$ cat config.mk
export PLATFORM = sky130hd
export DESIGN_NAME = ref_clk_fanout
export DESIGN_NICKNAME = d
export VERILOG_FILES = /design/src/rtl/clk_fan_pkg.sv /design/src/rtl/fan_ctrl_regs.sv /design/src/rtl/fan_en_sync.sv /design/src/rtl/fan_gate_cell.sv /design/src/rtl/ref_clk_fanout.sv
export SDC_FILE = /design/constraint.sdc
export NUM_CORES = 1
export LEC_CHECK = 0
export ABC_CLOCK_PERIOD_IN_PS = 1100
export BUFFER_PORTS_ARGS = -buffer_cell sky130_fd_sc_hd__buf_2
export CAP_MARGIN = 20
export CORE_UTILIZATION = 45
export CTS_BUF_LIST = sky130_fd_sc_hd__clkbuf_2 sky130_fd_sc_hd__clkbuf_4 sky130_fd_sc_hd__clkbuf_8
export CTS_CLUSTER_SIZE = 12
export DETAILED_ROUTE_END_ITERATION = 8
export PLACE_DENSITY_LB_ADDON = 0.1
export SYNTH_ARGS = -nofsm -noshare
export SYNTH_HDL_FRONTEND = slang
export SYNTH_SLANG_ARGS = --single-unit
$ cat constraint.sdc
create_clock -name ref_clk_i -period 1.1 [get_ports ref_clk_i]
set_input_delay 0.11 -clock ref_clk_i [delete_from_list [all_inputs] [get_ports ref_clk_i]]
set_output_delay 0.11 -clock ref_clk_i [all_outputs]
set_load 0.01 [all_outputs]
$ cat src/rtl/clk_fan_pkg.sv
`timescale 1ns/1ps
package clk_fan_pkg;
  localparam int unsigned NUM_CH = 4;

  typedef logic [7:0] byte_t;

  // register byte holding each channel's control bit
  function automatic int ch_byte(input int ch);
    return (ch < 2) ? 1 : 2;
  endfunction

  // bit position inside that byte
  function automatic int ch_bit(input int ch);
    case (ch)
      0:       return 2;
      1:       return 0;
      2:       return 7;
      default: return 6;
    endcase
  endfunction

  function automatic byte_t reset_byte(input int b);
    byte_t v;
    v = '0;
    for (int c = 0; c < NUM_CH; c++)
      if (ch_byte(c) == b) v[ch_bit(c)] = 1'b1;
    return v;
  endfunction
endpackage

$ cat src/rtl/fan_ctrl_regs.sv
`timescale 1ns/1ps
module fan_ctrl_regs
  import clk_fan_pkg::*;
#(
  parameter int unsigned NBYTES = 4,
  parameter int unsigned AW     = 2
) (
  input  logic          clk_i,
  input  logic          rst_ni,
  input  logic          wr_en_i,
  input  logic [AW-1:0] wr_addr_i,
  input  byte_t         wr_data_i,
  input  logic [AW-1:0] rd_addr_i,
  output byte_t         rd_data_o,
  output byte_t         regs_o [NBYTES]
);
  byte_t regs_q [NBYTES];

  always_ff @(posedge clk_i or negedge rst_ni) begin
    if (!rst_ni) begin
      for (int b = 0; b < NBYTES; b++) regs_q[b] <= reset_byte(b);
    end else if (wr_en_i) begin
      for (int b = 0; b < NBYTES; b++)
        if (wr_addr_i == b[AW-1:0]) regs_q[b] <= wr_data_i;
    end
  end

  always_comb begin
    rd_data_o = '0;
    for (int b = 0; b < NBYTES; b++)
      if (rd_addr_i == b[AW-1:0]) rd_data_o = regs_q[b];
  end

  assign regs_o = regs_q;
endmodule

$ cat src/rtl/fan_en_sync.sv
`timescale 1ns/1ps
module fan_en_sync #(
  parameter int unsigned STAGES = 2
) (
  input  logic clk_i,
  input  logic rst_ni,
  input  logic d_i,
  output logic q_o
);
  logic [STAGES-1:0] sr_q;

  // falling-edge capture: output only moves while clk_i is low
  always_ff @(negedge clk_i or negedge rst_ni) begin
    if (!rst_ni) sr_q <= '0;
    else         sr_q <= {sr_q[STAGES-2:0], d_i};
  end

  assign q_o = sr_q[STAGES-1];
endmodule

$ cat src/rtl/fan_gate_cell.sv
`timescale 1ns/1ps
module fan_gate_cell (
  input  logic clk_i,
  input  logic rst_ni,
  input  logic en_i,
  output logic clk_p_o,
  output logic clk_n_o
);
  logic en_n_q;

  // complement gate moves on the rising edge, while its phase is low
  always_ff @(posedge clk_i or negedge rst_ni) begin
    if (!rst_ni) en_n_q <= 1'b0;
    else         en_n_q <= en_i;
  end

  assign clk_p_o = clk_i & en_i;
  assign clk_n_o = ~clk_i & en_n_q;
endmodule

$ cat src/rtl/ref_clk_fanout.sv
`timescale 1ns/1ps
module ref_clk_fanout
  import clk_fan_pkg::*;
#(
  parameter  int unsigned NUM_BYTES   = 4,
  parameter  int unsigned SYNC_STAGES = 2,
  localparam int unsigned ADDR_W      = $clog2(NUM_BYTES)
) (
  input  logic              ref_clk_i,
  input  logic              rst_ni,
  input  logic [NUM_CH-1:0] hw_en_i,
  input  logic              wr_en_i,
  input  logic [ADDR_W-1:0] wr_addr_i,
  input  logic [7:0]        wr_data_i,
  input  logic [ADDR_W-1:0] rd_addr_i,
  output logic [7:0]        rd_data_o,
  output logic [NUM_CH-1:0] clk_p_o,
  output logic [NUM_CH-1:0] clk_n_o
);
  byte_t             regs [NUM_BYTES];
  logic [NUM_CH-1:0] reg_en;
  logic [NUM_CH-1:0] eff_en;
  logic [NUM_CH-1:0] sync_en;

  fan_ctrl_regs #(
    .NBYTES (NUM_BYTES),
    .AW     (ADDR_W)
  ) u_regs (
    .clk_i     (ref_clk_i),
    .rst_ni    (rst_ni),
    .wr_en_i   (wr_en_i),
    .wr_addr_i (wr_addr_i),
    .wr_data_i (wr_data_i),
    .rd_addr_i (rd_addr_i),
    .rd_data_o (rd_data_o),
    .regs_o    (regs)
  );

  for (genvar c = 0; c < NUM_CH; c++) begin : g_ch
    localparam int BY = ch_byte(c);
    localparam int BI = ch_bit(c);

    assign reg_en[c] = regs[BY][BI];
    assign eff_en[c] = hw_en_i[c] & reg_en[c];

    fan_en_sync #(.STAGES(SYNC_STAGES)) u_sync (
      .clk_i  (ref_clk_i),
      .rst_ni (rst_ni),
      .d_i    (eff_en[c]),
      .q_o    (sync_en[c])
    );

    fan_gate_cell u_gate (
      .clk_i   (ref_clk_i),
      .rst_ni  (rst_ni),
      .en_i    (sync_en[c]),
      .clk_p_o (clk_p_o[c]),
      .clk_n_o (clk_n_o[c])
    );
  end
endmodule

# Word-level counts from Yosys, hierarchy flattened
# Index checks and enable logic that the tools add are counted.
[word_totals]
reg_bits = 44
word_cells = 41
rom_bits = 0
in_bits = 19
ram_bits = 0
out_inout_bits = 16
memories = 0
latch_bits = 0
[classes]
n_div = 0
bitwise_logic = 13
magnitude_cmp = 0
n_eq_ne = 6
multipliers = 0
shifts = 0
mux = 4
reduce_logical = 6
n_addsub = 0
[op_table]
columns = ["operator", "count"]
rows = [
  ["$mux 8", 4],
  ["$and 1x1->1", 12],
  ["$eq 2x2->1 const B", 4],
  ["$reduce_and 2->1", 4],
  ["$eq 2x1->1 const B", 2],
  ["$logic_not 2->1", 2],
  ["$not 1->1", 1],
]

# Longest topological paths before layout
[depth]
word_depth = 5
mapped_depth = 2
mapped_depth_nobuf = 2

# Cells and area by module
# From an unflattened synthesis, not the netlist that was laid out.
[unflattened]
cells_unflattened = 102
hier_area_um2 = 1796.7
[modules_own_cells]
columns = ["module", "n_inst", "area_each_um2", "seq_area_each_um2", "cells_per_inst"]
rows = [
  ["fan_ctrl_regs", 1, 1406.3, 805.8, 78],
  ["fan_en_sync", 4, 50.0, 50.0, 2],
  ["fan_gate_cell", 4, 41.3, 25.0, 3],
  ["ref_clk_fanout", 1, 25.0, 0.0, 4],
]

==> results.sh <==
export IMPL_die_area_um2=4350
export IMPL_cp_max_fo=2
export IMPL_drc=0
export IMPL_ys_top_cells_by_count="32 x dfrtp_1, 32 x mux2_2"
export IMPL_final_hold_viol_count=0
export IMPL_vdd_ir_drop_max_mv=0.894
export IMPL_dpl_hpwl_um=2140
export IMPL_clk_pin_slew_worst_paths_ns=0.08
export IMPL_wire_per_inst_um=15.8
export IMPL_start_util_pct=48.5
export IMPL_async_reset_ff_share_pct=100
export IMPL_finalMaxSlewViolations=0
export IMPL_tritoncts="done"
export IMPL_avgViaCountPerCell=5.13
export IMPL_fin_nets=181
export IMPL_vias=1088
export IMPL_syn_nets=129
export IMPL_fp_dieH_um=66.0
export IMPL_synth_cell_types=13
export IMPL_core_area_um2=3800
export IMPL_status="finished with violations"
export IMPL_powerDensity_nw_per_um2=2010
export IMPL_synth_top_area_cell="dfrtp_1"
export IMPL_sw_frac_of_total_pct=23.9
export IMPL_worst_setup_path_type="reg2out"
export IMPL_pin_count=35
export IMPL_violations="negative setup slack"
export IMPL_postSynthCellCount=110
export IMPL_cp_slowest_cell="dfrtn_1"
export IMPL_grt_pass1_wl_um=5730
export IMPL_rsz0062_at_grt="yes"
export IMPL_row_count=22
export IMPL_drt_iter0_drc=56
export IMPL_synth_top_area_share_pct=43.5
export IMPL_tightestPinTransition_ns=0.439
export IMPL_portBuffers=34
export IMPL_syn_area_per_cell_um2=16.7
export IMPL_finClkSkew_ns=0.0218
export IMPL_cpPeakStageDelay_ns=0.42
export IMPL_grt_pass1_vias=1196
export IMPL_switchingPower_uw=1150
export IMPL_insertedDiodeCount=0
export IMPL_p_seq_share_pct=42.3
export IMPL_antenna_found_initial=0
export IMPL_synth_area_leaders="dfrtp_1 43%, mux2_2 20%, dfrtn_1 11%"
export IMPL_arrival_ns=1.61
export IMPL_hp_class="in2async"
export IMPL_critPathLaunchType="register"
export IMPL_path_buf_inv=1
export IMPL_drt_antenna_violating_nets=0
export IMPL_dr_pass1_iters=4
export IMPL_gp_congestion=0.747
export IMPL_wirelength_um=3360
export IMPL_layout_cells_non_filler=212
export IMPL_ys_flop_type="dfrtp_1"
export IMPL_yosys_register_bits=44
export IMPL_fp_dieW_um=66.0
export IMPL_critPathTopFamily="flip-flops"
export IMPL_grt_max_degree=21
export IMPL_relSlewSlack_pct=70.7
export IMPL_overflow=0
export IMPL_track_usage_pct=19.6
export IMPL_setup_viol=28
export IMPL_required_ns=0.99
export IMPL_syn_area_um2=1840
export IMPL_worst_setup_path_end_kind="output port"
export IMPL_intPower_uw=3670
export IMPL_worst_hold_slack_ns=0.177
export IMPL_cap_violations=0
export IMPL_synth_seq_area_share_pct=60.1
export IMPL_power_leakage_uw=0.00111
export IMPL_clkPwrFrac_pct=42.7
export IMPL_comb_power_share_pct=15.0
export IMPL_ys_warn_count=0
export IMPL_setup_ws_ns=-0.619
export IMPL_worstSkewPairLatency_ns=0.41
export IMPL_area_growth_pct=30.2
export IMPL_synth_edf_count=0
export IMPL_final_layout_size_suffix_gt1_share_pct=65.2
export IMPL_place_inst=188
export IMPL_worstPathCellList="and2_1 -> buf_2"
[per-layer routing]
layer / vias up / global-route usage (%) / share of wire (%)
met5: - / 0 / 0
met4: 0 / 13.8 / 1.4
met3: 4 / 10.3 / 5.7
met2: 43 / 24.5 / 47
met1: 548 / 25.6 / 46
li1: 493 / - / -
[cells in the final DEF, fill, tap and decap left out, drive strengths merged, types with 4 or more instances in the layout]
cell type	instances
and2	8
buf	44
clkbuf	10
dfrtn	8
dfrtp	32
dfstp	4
dlygate4sd3	9
mux2	32
mux4	8
nor2b	4
[sequential cells by signal (all words and copies together) (netlist names)]
name	flops
g_ch.u_sync.sr_q	8
g_ch.u_gate.en_n_q	4
u_regs.regs_o	32
[timing repair]
action / in CTS / in global routing
resized for setup: 0 / 11
endpoints found under the hold margin: 43 / 0
hold buffers: 9 / 0
pin swaps: 3 / 1
setup endpoints to repair: 28 / 30
buffers inserted: 2 / 0
[path summary, 6_finish.rpt]
path,from,end,slack (ns),depth (start not counted)
setup / recovery,g_ch[0].u_sync.sr_q[1],clk_p_o[0],-0.62,2
hold / removal,rst_ni,g_ch[3].u_gate.en_n_q,0.18,2
setup reg to reg,u_regs.regs_o[15],g_ch[2].u_sync.sr_q[0],-0.08,1
hold reg to reg,g_ch[2].u_sync.sr_q[0],g_ch[2].u_sync.sr_q[1],0.30,0
max in group asynchronous,rst_ni,g_ch[0].u_sync.sr_q[0],0.16,2
min in group ref_clk_i,wr_en_i,u_regs.regs_o[2],0.30,3
[through the flow]
step	area [um^2]	setup slack (ns)	util, %	total power [uW]	setup TNS (ns)
6_report	2400	-0.619	63.1	4830	-6.07
5_1_grt	2400	-0.668	63.1	5110	-7.03
4_1_cts	2350	-0.644	62.0	4780	-6.36
3_5_place_dp	2060	-0.174	54.2	2870	-1.58
3_3_place_gp	2060	-0.160	54.2	2840	-1.24
2_1_floorplan	1840	-0.152	-	2670	-0.880
[layout make-up]
| type | instances | area, um^2 |
|---|---|---|
| Timing Repair Buffer | 43 | 324 |
| Sequential cell | 44 | 1110 |
| Clock buffer | 20 | 201 |
| Clock inverter | 1 | 30.0 |
| Tap cell | 48 | 60.1 |
| Multi-Input combinational cell | 56 | 677 |
| Fill cell | 296 | 1400 |
[cells by family (layout without fill, tap and decap cells)]
family        after synthesis  in the layout  share of synthesized area, %
flops                      44             44                          60.1
mux                        40             40                          29.3
simple gates               16             16                          6.86
buf+inv                    10             64                          3.74
[power groups by stage]
stage / Sequential, uW / Clock [uW] / Combinational [uW]
4_1_cts: 2040 / 2080 / 662
3_3_place_gp: 2060 / 179 / 602
6_report: 2040 / 2060 / 724
3_5_place_dp: 2070 / 179 / 623
5_1_grt: 2080 / 2240 / 789
2_1_floorplan: 2020 / 231 / 411
(Power assumes the default switching activity.)
